[src/rtl/finisher_pkg.sv]
package finisher_pkg;

  localparam logic [15:0] STAT_FAIL  = 16'h3333;
  localparam logic [15:0] STAT_PASS  = 16'h5555;
  localparam logic [15:0] STAT_RESET = 16'h7777;

  // Strobes from the decoder to the register datapath
  typedef struct packed {
    logic respond;    // an access was presented
    logic sizeErr;    // illegal size or alignment
    logic shutdown;   // request a shutdown
    logic causeFail;  // cause for the shutdown
    logic sysReset;   // request a system reset
    logic logErr;     // record a guest error
  } finStrobe_t;

endpackage

[src/rtl/finisher_ctrl.sv]
module finisher_ctrl
  import finisher_pkg::*;
#(
  parameter int ADDR_W = 12,
  parameter int DATA_W = 32
) (
  input  logic                busValid,
  input  logic                busWrite,
  input  logic [ADDR_W-1:0]   busAddr,
  input  logic [DATA_W-1:0]   busWdata,
  input  logic [DATA_W/8-1:0] busStrb,
  output finStrobe_t          ctrlStrobe,
  output logic [ADDR_W-1:0]   accOffset,
  output logic [DATA_W/2-1:0] cmdCode
);
  localparam int STRB_W   = DATA_W / 8;
  localparam int HALF_W   = DATA_W / 2;
  localparam int HALF_S   = STRB_W / 2;
  localparam int LANE_LSB = $clog2(STRB_W);

  localparam logic [STRB_W-1:0] LO_MASK = {{HALF_S{1'b0}}, {HALF_S{1'b1}}};
  localparam logic [STRB_W-1:0] HI_MASK = ~LO_MASK;
  localparam logic [STRB_W-1:0] ALL_MASK = '1;

  logic isLo, isHi, isFull, aligned, sizeOk, wordZero, cmdHit;
  logic [HALF_W-1:0] statusField;

  assign isLo     = (busStrb == LO_MASK);
  assign isHi     = (busStrb == HI_MASK);
  assign isFull   = (busStrb == ALL_MASK);
  assign aligned  = (busAddr[LANE_LSB-1:0] == '0);
  assign sizeOk   = (isLo || isHi || isFull) && aligned;
  assign wordZero = (busAddr[ADDR_W-1:LANE_LSB] == '0);
  assign cmdHit   = wordZero && !isHi;

  assign statusField = busWdata[HALF_W-1:0];
  assign cmdCode     = isFull ? busWdata[DATA_W-1:HALF_W] : '0;

  always_comb begin
    accOffset = {busAddr[ADDR_W-1:LANE_LSB], {LANE_LSB{1'b0}}};
    if (isHi) accOffset = accOffset + ADDR_W'(HALF_W / 8);
  end

  always_comb begin
    ctrlStrobe = '0;
    ctrlStrobe.respond = busValid;
    if (busValid) begin
      if (!sizeOk) begin
        ctrlStrobe.sizeErr = 1'b1;
      end else if (busWrite) begin
        if (cmdHit) begin
          if (statusField == STAT_FAIL) begin
            ctrlStrobe.shutdown  = 1'b1;
            ctrlStrobe.causeFail = 1'b1;
          end else if (statusField == STAT_PASS) begin
            ctrlStrobe.shutdown  = 1'b1;
          end else if (statusField == STAT_RESET) begin
            ctrlStrobe.sysReset  = 1'b1;
          end else begin
            ctrlStrobe.logErr    = 1'b1;
          end
        end else begin
          ctrlStrobe.logErr = 1'b1;
        end
      end
    end
  end

endmodule

[src/rtl/finisher_dp.sv]
module finisher_dp
  import finisher_pkg::*;
#(
  parameter int ADDR_W = 12,
  parameter int DATA_W = 32
) (
  input  logic                clk,
  input  logic                rstN,
  input  finStrobe_t          ctrlStrobe,
  input  logic [ADDR_W-1:0]   accOffset,
  input  logic [DATA_W/2-1:0] cmdCode,
  input  logic [DATA_W-1:0]   busWdata,
  output logic                rspValid,
  output logic                rspErr,
  output logic [DATA_W-1:0]   rspRdata,
  output logic                shutdownPulse,
  output logic                shutdownCause,
  output logic [DATA_W/2-1:0] exitCode,
  output logic                resetPulse,
  output logic                guestErr,
  output logic [ADDR_W-1:0]   errOffset,
  output logic [DATA_W-1:0]   errData
);

  assign rspRdata = '0;

  always_ff @(posedge clk or negedge rstN) begin
    if (!rstN) begin
      rspValid      <= 1'b0;
      rspErr        <= 1'b0;
      shutdownPulse <= 1'b0;
      resetPulse    <= 1'b0;
    end else begin
      rspValid      <= ctrlStrobe.respond;
      rspErr        <= ctrlStrobe.sizeErr;
      shutdownPulse <= ctrlStrobe.shutdown;
      resetPulse    <= ctrlStrobe.sysReset;
    end
  end

  always_ff @(posedge clk or negedge rstN) begin
    if (!rstN) begin
      shutdownCause <= 1'b0;
      exitCode      <= '0;
    end else if (ctrlStrobe.shutdown) begin
      shutdownCause <= ctrlStrobe.causeFail;
      exitCode      <= cmdCode;
    end
  end

  always_ff @(posedge clk or negedge rstN) begin
    if (!rstN) begin
      guestErr  <= 1'b0;
      errOffset <= '0;
      errData   <= '0;
    end else if (ctrlStrobe.logErr) begin
      guestErr  <= 1'b1;
      errOffset <= accOffset;
      errData   <= busWdata;
    end
  end

endmodule

[src/rtl/finisher_top.sv]
module finisher_top
  import finisher_pkg::*;
#(
  parameter int ADDR_W = 12,
  parameter int DATA_W = 32
) (
  input  logic                clk,
  input  logic                rstN,
  input  logic                busValid,
  input  logic                busWrite,
  input  logic [ADDR_W-1:0]   busAddr,
  input  logic [DATA_W-1:0]   busWdata,
  input  logic [DATA_W/8-1:0] busStrb,
  output logic                rspValid,
  output logic                rspErr,
  output logic [DATA_W-1:0]   rspRdata,
  output logic                shutdownPulse,
  output logic                shutdownCause,
  output logic [DATA_W/2-1:0] exitCode,
  output logic                resetPulse,
  output logic                guestErr,
  output logic [ADDR_W-1:0]   errOffset,
  output logic [DATA_W-1:0]   errData
);
  finStrobe_t          ctrlStrobe;
  logic [ADDR_W-1:0]   accOffset;
  logic [DATA_W/2-1:0] cmdCode;

  finisher_ctrl #(.ADDR_W(ADDR_W), .DATA_W(DATA_W)) u_ctrl (
    .busValid  (busValid),
    .busWrite  (busWrite),
    .busAddr   (busAddr),
    .busWdata  (busWdata),
    .busStrb   (busStrb),
    .ctrlStrobe(ctrlStrobe),
    .accOffset (accOffset),
    .cmdCode   (cmdCode)
  );

  finisher_dp #(.ADDR_W(ADDR_W), .DATA_W(DATA_W)) u_dp (
    .clk          (clk),
    .rstN         (rstN),
    .ctrlStrobe   (ctrlStrobe),
    .accOffset    (accOffset),
    .cmdCode      (cmdCode),
    .busWdata     (busWdata),
    .rspValid     (rspValid),
    .rspErr       (rspErr),
    .rspRdata     (rspRdata),
    .shutdownPulse(shutdownPulse),
    .shutdownCause(shutdownCause),
    .exitCode     (exitCode),
    .resetPulse   (resetPulse),
    .guestErr     (guestErr),
    .errOffset    (errOffset),
    .errData      (errData)
  );

endmodule

[config.mk]
export PLATFORM = sky130hd
export DESIGN_NAME = finisher_top
export DESIGN_NICKNAME = d
export VERILOG_FILES = /design/src/rtl/finisher_pkg.sv /design/src/rtl/finisher_ctrl.sv /design/src/rtl/finisher_dp.sv /design/src/rtl/finisher_top.sv
export SDC_FILE = /design/constraint.sdc
export NUM_CORES = 1
export LEC_CHECK = 0
export ABC_AREA = 1
export BUFFER_PORTS_ARGS = -buffer_cell sky130_fd_sc_hd__buf_2
export CAP_MARGIN = 20
export CELL_PAD_IN_SITES_DETAIL_PLACEMENT = 0
export CELL_PAD_IN_SITES_GLOBAL_PLACEMENT = 2
export CORE_MARGIN = 2
export CORE_UTILIZATION = 27
export CTS_CLUSTER_SIZE = 20
export DETAILED_ROUTE_END_ITERATION = 10
export PLACE_DENSITY_LB_ADDON = 0.05
export SLEW_MARGIN = 10
export SYNTH_ARGS = -nofsm -noshare
export SYNTH_HDL_FRONTEND = slang
export SYNTH_HIERARCHICAL = 1
export SYNTH_SLANG_ARGS = --single-unit
[constraint.sdc]
create_clock -name clk -period 1.2 [get_ports clk]
set_input_delay 0.06 -clock clk [delete_from_list [all_inputs] [get_ports clk]]
set_output_delay 0.06 -clock clk [all_outputs]
set_load 0.005 [all_outputs]
==> impl_metrics.yaml <==
layout:
  post_route_cells_drive_above_1_share_pct: 32.71
  fillers: 1296
  fin_util_pct: 39.68
  antennaDiodeCount: 0
  final_cell_mix: "nand2_1, buf_2, dfrtp_1"
  fin_nets: 632
  final_common_cell: "nand2_1"
  stdcell_count: 731
  syn2layout_area_growth_pct: 44.69
timing:
  clock_skew_ps: 0
  fmax_mhz: 929.4
  setup_slack_ps: 124.0
  maxSlewViolCount: 0
  grt_setup_unrepaired: "false"
  finalHoldViolCount: 0
  tns_ps: 0
  setup_viol: 0
  period_minus_slack_ps: 1076
  period_share_pct: 89.67
yosys:
  yosys-top-cells-area: "dfrtp_1, nand2_1, buf_4"
  syn_area_sq_um: 3253
  synth-compound-area-share_pct: 0.6538
  synth-simple-area-share_pct: 30.35
  yosysSeqAreaShare_pct: 50.77
  yosys.area.top_type: "dfrtp_1"
  synth-seq-cells: 66
  synthMuxAreaShare_pct: 0
  syn_avg_cell_area_sq_um: 7.954
  synth_fa_ha_area_share_pct: 0
  ys_types: 20
  yosysTopAreaCellShare_pct: 50.77
  netlist_instances: 409
  synthXorXnorAreaFrac_pct: 0
  synth_top_family_by_area: "simple AND/OR/NAND/NOR gates"
  ys_warn_count: 6
placed_design:
  dp.cells: 676
  io_buffers: 117
  post-place-ws_ps: -299.0
  hpwl_microns: 6183
  place_congestion: 0.6974
drt:
  drt_iter0_drc: 141
  vias: 2846
  wl_per_cell_microns: 11.78
  first_pass_iters: 4
  ant_nets: 0
  route.met2.wl_microns: 3787
  vias_per_cell: 3.893
  highest_layer: "met4"
  wl_met1_microns: 4198
  wl_met3_microns: 540
  drt-total-wl_microns: 8608
  drc: 0
grt:
  grt_max_degree: 67
  first_global_vias: 2785
  antenna_found_initial: 0
  track_usage_pct: 13.97
  overflow: 0
  grt_pass1_wl_microns: 14030
min_path:
  whs_endpoint: "u_dp/errOffset[6]"
  hold_class: "input port to flip-flop"
  worstHoldStart: "busAddr[6]"
  hold_path_depth: 4
worst_setup_path:
  cpMostUsedCell: "nand2_1"
  cp.required_ps: 1460
  crit_arrival_ps: 1340
  path_class: "input port to flip-flop"
  worstPathCellList: "buf_2, nor2_2, nand2_1, nor2_2, nand2_2, buf_4, nand2_1, inv_1, nor2_2, buf_6, buf_4, nand2_1, nand2_1"
  worstSetupEndpointType: "flip-flop"
  critPathBufInv: 5
  r2r_slack_ps: 420
  reg2reg_from: "u_dp/guestErr"
  worst_path_max_delay_cell: "buf_4"
  r2r_cells: 1
  cp-start-kind: "input port"
  crit_family: "simple AND/OR/NAND/NOR gates"
  rr_endpoint: "u_dp/guestErr"
  max_stage_delay_ps: 140
  critPathMaxFanout: 5
power:
  p_comb_share_pct: 15.2
  internal_power_uw: 4626
  total_power_uw: 6120
  total_leakage_power_uw: 0.002839
  pwr-share-clk_pct: 41.7
  seqPwrFrac_pct: 43.1
  switchingPower_uw: 1494
  swShare_pct: 24.42
  peakVddDrop_uv: 705.1
  p_per_area_nw_per_um2: 1300
floorplanning:
  die-area_sq_um: 12940
  placementRows: 40
  start_util_pct: 27.43
  core_sq_um: 11860
  die_h_microns: 113.8
  io_pins: 150
  die_x_microns: 113.8
status:
  run_status: "finished clean"
job:
  drv_cap: 0
clocking:
  h-tree-depth: 3
  clkTransAtPathRegs_ps: 50
  clockBufferDepth: 2
  clock_sinks: 66
  cts_tree: "done"
  clock-root-buffer: "clkbuf_16"
  clk_latency_ps: 320
  numCtsBuffers: 9
cell families after synthesis:
kind of cell,after synthesis
buf+inv,88
flops,66
compound gates,3
other cells,2
simple gates,250
worst max path at each step:
stage                 start                 to  slack [ps]  depth (start not counted)
6_report       busWdata[11]   u_dp/exitCode[3]         120                         13
4_1_cts        busWdata[12]  u_dp/errOffset[7]          40                         11
2_1_floorplan    busStrb[0]  u_dp/exitCode[10]          30                         10
5_1_grt        busWdata[11]   u_dp/exitCode[3]           9                         13
3_5_place_dp   busWdata[12]  u_dp/errOffset[7]        -300                         11
3_3_place_gp   busWdata[11]   u_dp/exitCode[7]        -250                         13
timing repair:
item	4_1_cts	5_1_grt
endpoints found under the setup margin	0	61
resized for setup	0	14
hold buffers	39	0
hold endpoints to repair	104	0
buffers inserted	0	1
per-layer routing:
metal / GRT usage, % / vias up
met2: 21.64 / 86
met4: 4.634 / 0
li1: - / 1476
met5: 0 / -
met3: 3.826 / 4
met1: 19.00 / 1280
state kept, by name, indices dropped and copies added (netlist names):
signal,cells
u_dp/errData,32
u_dp/errOffset,12
u_dp/exitCode,16
u_dp/guestErr,1
u_dp/resetPulse,1
u_dp/rspErr,1
u_dp/rspValid,1
u_dp/shutdownCause,1
u_dp/shutdownPulse,1
final cells by class:
type,count,area (sq um),share of cell area [%]
multi-input combinational,286,1171,24.88
sequential,66,1652,35.09
clock inverter,3,40.04,0.8506
tap,147,183.9,3.907
inverter,30,125.1,2.658
timing repair buffer,187,1289,27.38
clock buffer,12,246.5,5.237
worst min-delay path, cell delays in order:
cell and delay [ps]:
buf_2 90, buf_4 90, nand2_1 40, nand2_1 50
power by group through the flow:
stage | clock network, uW | logic [uW] | registers [uW]
after global routing | 2780 | 1060 | 2670
after floorplan | 0 | 392 | 2700
final | 2550 | 931 | 2640
after detailed placement | 0 | 848 | 2670
after CTS | 2670 | 946 | 2640
after global placement | 0 | 840 | 2670
Yosys cell counts, drive strengths merged:
library cell	number
nand2	205
dfrtp	66
buf	58
nor2	39
inv	30
nand3	5
conb	2
a21boi	1
a21oi	1
o21ai	1
or2	1
through the flow:
stage | hold slack (ps) | cell area, sq um
6_report | 36.38 | 4707
5_1_grt | 48.47 | 4707
3_5_place_dp | 104.5 | 3980
2_1_floorplan | -235.6 | 3369
3_3_place_gp | 104.7 | 3980
4_1_cts | 23.01 | 4657
(Power assumes the default switching activity.)
